==> src/rtl/bar_pkg.sv <==
package bar_pkg;
  localparam int unsigned DW    = 32;
  localparam int unsigned LANES = DW / 8;

  // Address mask with the flag field and in-window bits cleared
  function automatic logic [DW-1:0] addr_mask(input bit is_io, input int size_log2);
    logic [DW-1:0] m;
    m = ~((32'd1 << size_log2) - 32'd1);
    if (is_io) m = m & 32'h0000_FFFC;
    else       m = m & 32'hFFFF_FFF0;
    return m;
  endfunction

  typedef struct packed {
    logic          hit;
    logic [DW-1:0] old_base;
    logic [DW-1:0] new_base;
  } reloc_t;
endpackage

==> src/rtl/bar_write_merge.sv <==
module bar_write_merge
  import bar_pkg::*;
#(
  parameter logic [DW-1:0] ADDR_MASK = 32'hFFFF_F000,
  parameter logic [DW-1:0] FLAG_VAL  = 32'h0
) (
  input  logic [DW-1:0]    cur_i,
  input  logic [LANES-1:0] be_i,
  input  logic [DW-1:0]    wdata_i,
  output logic [DW-1:0]    next_o,
  output logic [DW-1:0]    cand_base_o
);
  logic [DW-1:0] merged;

  for (genvar g = 0; g < LANES; g++) begin : g_lane
    assign merged[8*g +: 8] = be_i[g] ? wdata_i[8*g +: 8] : cur_i[8*g +: 8];
  end

  assign cand_base_o = merged & ADDR_MASK;
  assign next_o      = cand_base_o | FLAG_VAL;
endmodule

==> src/rtl/bar_reloc_detect.sv <==
module bar_reloc_detect
  import bar_pkg::*;
#(
  parameter logic [DW-1:0] ADDR_MASK = 32'hFFFF_F000
) (
  input  logic          clk_i,
  input  logic          rst_ni,
  input  logic          wr_en_i,
  input  logic [DW-1:0] cand_base_i,
  output logic [DW-1:0] base_o,
  output reloc_t        evt_o
);
  logic   is_probe, is_same;
  reloc_t evt_d;

  assign is_probe       = (cand_base_i == ADDR_MASK);
  assign is_same        = (cand_base_i == base_o);
  assign evt_d.hit      = wr_en_i && !is_probe && !is_same;
  assign evt_d.old_base = base_o;
  assign evt_d.new_base = cand_base_i;

  always_ff @(posedge clk_i or negedge rst_ni) begin
    if (!rst_ni) begin
      base_o <= '0;
      evt_o  <= '0;
    end else begin
      evt_o.hit <= evt_d.hit;
      if (evt_d.hit) begin
        base_o         <= cand_base_i;
        evt_o.old_base <= evt_d.old_base;
        evt_o.new_base <= evt_d.new_base;
      end
    end
  end
endmodule

==> src/rtl/bar_reg.sv <==
module bar_reg
  import bar_pkg::*;
#(
  parameter bit         IS_IO     = 1'b0,
  parameter int         SIZE_LOG2 = 12,
  parameter logic [3:0] MEM_FLAGS = 4'b1000,
  parameter logic [1:0] IO_FLAGS  = 2'b01
) (
  input  logic        clk_i,
  input  logic        rst_ni,
  input  logic        wr_en_i,
  input  logic [3:0]  be_i,
  input  logic [31:0] wdata_i,
  output logic [31:0] rdata_o,
  output logic [31:0] base_o,
  output logic        win_en_o,
  output logic        reloc_o,
  output logic [31:0] old_base_o,
  output logic [31:0] new_base_o,
  output logic        release_o,
  output logic        claim_o
);
  localparam logic [DW-1:0] ADDR_MASK = addr_mask(IS_IO, SIZE_LOG2);
  localparam logic [DW-1:0] FLAG_VAL  = IS_IO ? {30'b0, IO_FLAGS} : {28'b0, MEM_FLAGS};

  logic [DW-1:0] bar_q, bar_d, cand_base;
  reloc_t        evt;

  bar_write_merge #(.ADDR_MASK(ADDR_MASK), .FLAG_VAL(FLAG_VAL)) u_merge (
    .cur_i       (bar_q),
    .be_i        (be_i),
    .wdata_i     (wdata_i),
    .next_o      (bar_d),
    .cand_base_o (cand_base)
  );

  always_ff @(posedge clk_i or negedge rst_ni) begin
    if (!rst_ni)      bar_q <= FLAG_VAL;
    else if (wr_en_i) bar_q <= bar_d;
  end

  bar_reloc_detect #(.ADDR_MASK(ADDR_MASK)) u_detect (
    .clk_i       (clk_i),
    .rst_ni      (rst_ni),
    .wr_en_i     (wr_en_i),
    .cand_base_i (cand_base),
    .base_o      (base_o),
    .evt_o       (evt)
  );

  assign rdata_o    = bar_q;
  assign win_en_o   = |base_o;
  assign reloc_o    = evt.hit;
  assign old_base_o = evt.old_base;
  assign new_base_o = evt.new_base;
  assign release_o  = evt.hit && |evt.old_base;
  assign claim_o    = evt.hit && |evt.new_base;
endmodule

==> config.mk <==
export PLATFORM = sky130hd
export DESIGN_NAME = bar_reg
export DESIGN_NICKNAME = d
export VERILOG_FILES = /design/src/rtl/bar_pkg.sv /design/src/rtl/bar_write_merge.sv /design/src/rtl/bar_reloc_detect.sv /design/src/rtl/bar_reg.sv
export SDC_FILE = /design/constraint.sdc
export NUM_CORES = 1
export LEC_CHECK = 0
export BUFFER_PORTS_ARGS = -buffer_cell sky130_fd_sc_hd__buf_2
export CORE_MARGIN = 3
export CORE_UTILIZATION = 41
export DETAILED_ROUTE_END_ITERATION = 10
export GPL_TIMING_DRIVEN = 1
export PLACE_DENSITY = 0.74
export SLEW_MARGIN = 5
export SYNTH_ARGS = -nofsm -noshare
export SYNTH_HDL_FRONTEND = slang
export SYNTH_SLANG_ARGS = --single-unit
==> constraint.sdc <==
create_clock -name clk_i -period 4.75 [get_ports clk_i]
set_input_delay 0.95 -clock clk_i [delete_from_list [all_inputs] [get_ports clk_i]]
set_output_delay 0.95 -clock clk_i [all_outputs]
set_load 0.05 [all_outputs]
==> results.toml <==
[run_status]
outcome = "complete, no violations"

[pwr]
peakVddDrop_uv = 188.8
switching_share = 0.4759
switching_power_mw = 0.9911
p_int_mw = 1.092
pwr-share-seq = 0.345
clkPwrFrac = 0.217
combPwrFrac = 0.437
p_leak_nw = 2.075
power.density_nw_per_um2 = 513.1

[clock_tree]
clk_pin_slew_worst_paths_ps = 70
root_buffer = "clkbuf_8"
h-tree-depth = 3
hold_buffers = 0
cts_buffer_depth = 2
clk_latency_ps = 340
cts_post_setup_buffers_inserted = 0
cts_resized = 0
cts_made_buffers = 9
cts_sinks = 61
tritoncts = "yes"

[synthesis]
avgSynthCellArea_um2 = 11.33
synth-seq-cells = 61
yosysSeqAreaShare = 0.4109
netlist_area_um2 = 3715
synthCells = 328
synth_top_area_share = 0.4109
synth_cell_types = 31
async_flop_share = 1.000
synth.area.top_cells = "dfrtp_1, buf_4, mux2i_1"
synth-main-ff-cell = "dfrtp_1"
synth_edf_count = 0
synth.largest_area_cell = "dfrtp_1"
ys.warnings.count = 0

[routing]
firstDrtPassIters = 4
num_vias = 2431
drtAntennaViolNets = 0
wl_met1_mm = 3.379
highest_layer = "met4"
met3_length_um = 541
drtIter0Drc = 97
drc = 0
drt_wl_total_mm = 7.859
wl_met2_mm = 3.822
routedWlPerCell_um = 15.32
via_per_inst = 4.739

[timing]
final_hold_viol_count = 0
slew_violations = 0
worst_pin_slew_ps = 773.2
max_freq_mhz = 301.0
finalSetupTns_ps = 0
rsz0062_at_grt = "false"
period_needed_ps = 3323
setup_viol = 0
finalCritPeriodShare = 0.6995
finalClockSkew_ps = 9.088
maxSlewHeadroom = 0.4846

[global_route]
grt_pass1_vias = 2243
grt_pass1_wl_mm = 11.91
track_usage = 0.1530
grt_max_degree = 62
antenna_found_initial = 0
overflow = 0

[worst_hold_path]
holdCritStartpoint = "u_detect.evt_o[62]$_DFFE_PN0P_"
hp-class = "reg2reg"

[floorplan]
floorplan.initialDensity = 0.4239
row_count = 34
die_h_um = 101.2
die-width_um = 101.2
core-area_um2 = 8763
die_area_um2 = 10240
io_pins = 171

[final_layout]
layout.nets = 439
final_common_cell = "buf_2"
area_growth_pct = 9.262
fin_util = 0.4632
drive_gt1_frac = 0.4025
layout_common_cells = "buf_2, dfrtp_1, conb_1, mux2i_1"
n_antenna_cell = 0

[critical_path]
crit_path_end_kind = "flip-flop"
worstReg2RegStart = "rdata_o[23]$_DFFE_PN0P_"
cp-startpoint = "be_i[2]"
cp_slowest_cell = "a31oi_4"
required_ps = 4970
cp-endpoint = "u_detect.evt_o[48]$_DFFE_PN0P_"
critical_path_arrival_ps = 3540
r2r-end = "u_detect.evt_o[48]$_DFFE_PN0P_"
reg2reg_slack_ps = 1940
r2r_cells = 7
critPathMaxStageDelay_ps = 630
cp_cell_sequence = "buf_2, and4b_1, a22oi_1, a221o_1, o21ai_0, a31oi_4, buf_4, mux2_1"
critPathMaxFanout = 26
path_class = "in2reg"
critPathLaunchType = "input pin"

[run]
cap_violations = 0

[place]
dp_hpwl_mm = 6.069
numPortBuffers = 109
routabilityCongestion = 0.8036
## worst min-delay path by stage
stage / to / slack [ps] / cells after the start
2_1_floorplan: u_detect.evt_o[62]$_DFFE_PN0P_ / 530 / 1
3_3_place_gp: u_detect.evt_o[62]$_DFFE_PN0P_ / 500 / 1
3_5_place_dp: u_detect.evt_o[62]$_DFFE_PN0P_ / 510 / 1
4_1_cts: u_detect.evt_o[62]$_DFFE_PN0P_ / 520 / 1
5_1_grt: rdata_o[26]$_DFFE_PN0P_ / 560 / 1
6_report: u_detect.evt_o[62]$_DFFE_PN0P_ / 520 / 1
## flip-flops by register name, summed over array words and instances, names as in the netlist
| signal | count |
|---|---|
| rdata_o | 20 |
| u_detect.base_o | 20 |
| u_detect.evt_o | 21 |
## power by group through the flow
stage	registers (mW)	clock network [mW]	logic, mW
after floorplan	0.920	0	0.626
after global routing	0.735	0.494	0.956
final	0.719	0.453	0.911
after global placement	0.724	0	0.907
after CTS	0.721	0.467	0.917
after detailed placement	0.730	0	0.915
## metal layers
| layer | up-vias | global-route usage |
|---|---|---|
| met1 | 1188 | 0.2003 |
| met3 | 11 | 0.04132 |
| met4 | 0 | 0.04703 |
| li1 | 1132 | - |
| met2 | 100 | 0.2480 |
| met5 | - | 0 |
## kinds of logic (layout without fill, tap and decap cells)
kind of cell / after synthesis / count (layout) / share of synthesized area
buf+inv: 116 / 147 / 0.2156
mux: 77 / 77 / 0.2371
flops: 61 / 61 / 0.4109
simple gates: 42 / 42 / 0.06905
xor+xnor: 20 / 20 / 0.04715
compound gates: 10 / 10 / 0.01819
other cells: 2 / 48 / 0.002022
## worst max-delay path: cells and delay by family
family,cells,cell delay [ps]
compound gates,4,1180
buf+inv,2,790
mux,1,360
simple gates,1,240
## synthesized netlist by cell type, drive strengths merged (2+ instances only)
cell	count
nand2	5
nand4	9
dfrtp	61
a21oi	5
and3	2
xnor2	20
mux2	37
nor2	3
conb	2
inv	20
nand3	4
buf	95
nor2b	2
nor4	12
mux2i	40
## through the flow
stage                     hold slack (ps)  setup slack (ps)  cells  power, mW  area [um^2]
final                               525.0              1427    513      2.083         4059
after global routing                556.3              1288    513      2.185         4059
after CTS                           520.7              1413    513      2.104         4059
after detailed placement            505.0              1070    497      1.645         3866
after global placement              502.4              1101    497      1.631         3866
after floorplan                     534.2              2030    374      1.546         3887
## layout make-up
cell class | instances | area (um^2)
clock inverter | 4 | 47.55
multi-input combinational | 197 | 1569
timing repair buffer | 111 | 560.5
sequential | 61 | 1526
inverter | 20 | 75.07
fill | 817 | 4705
clock buffer | 12 | 145.1
tap | 108 | 135.1
Power figures use the tool's default switching activity.
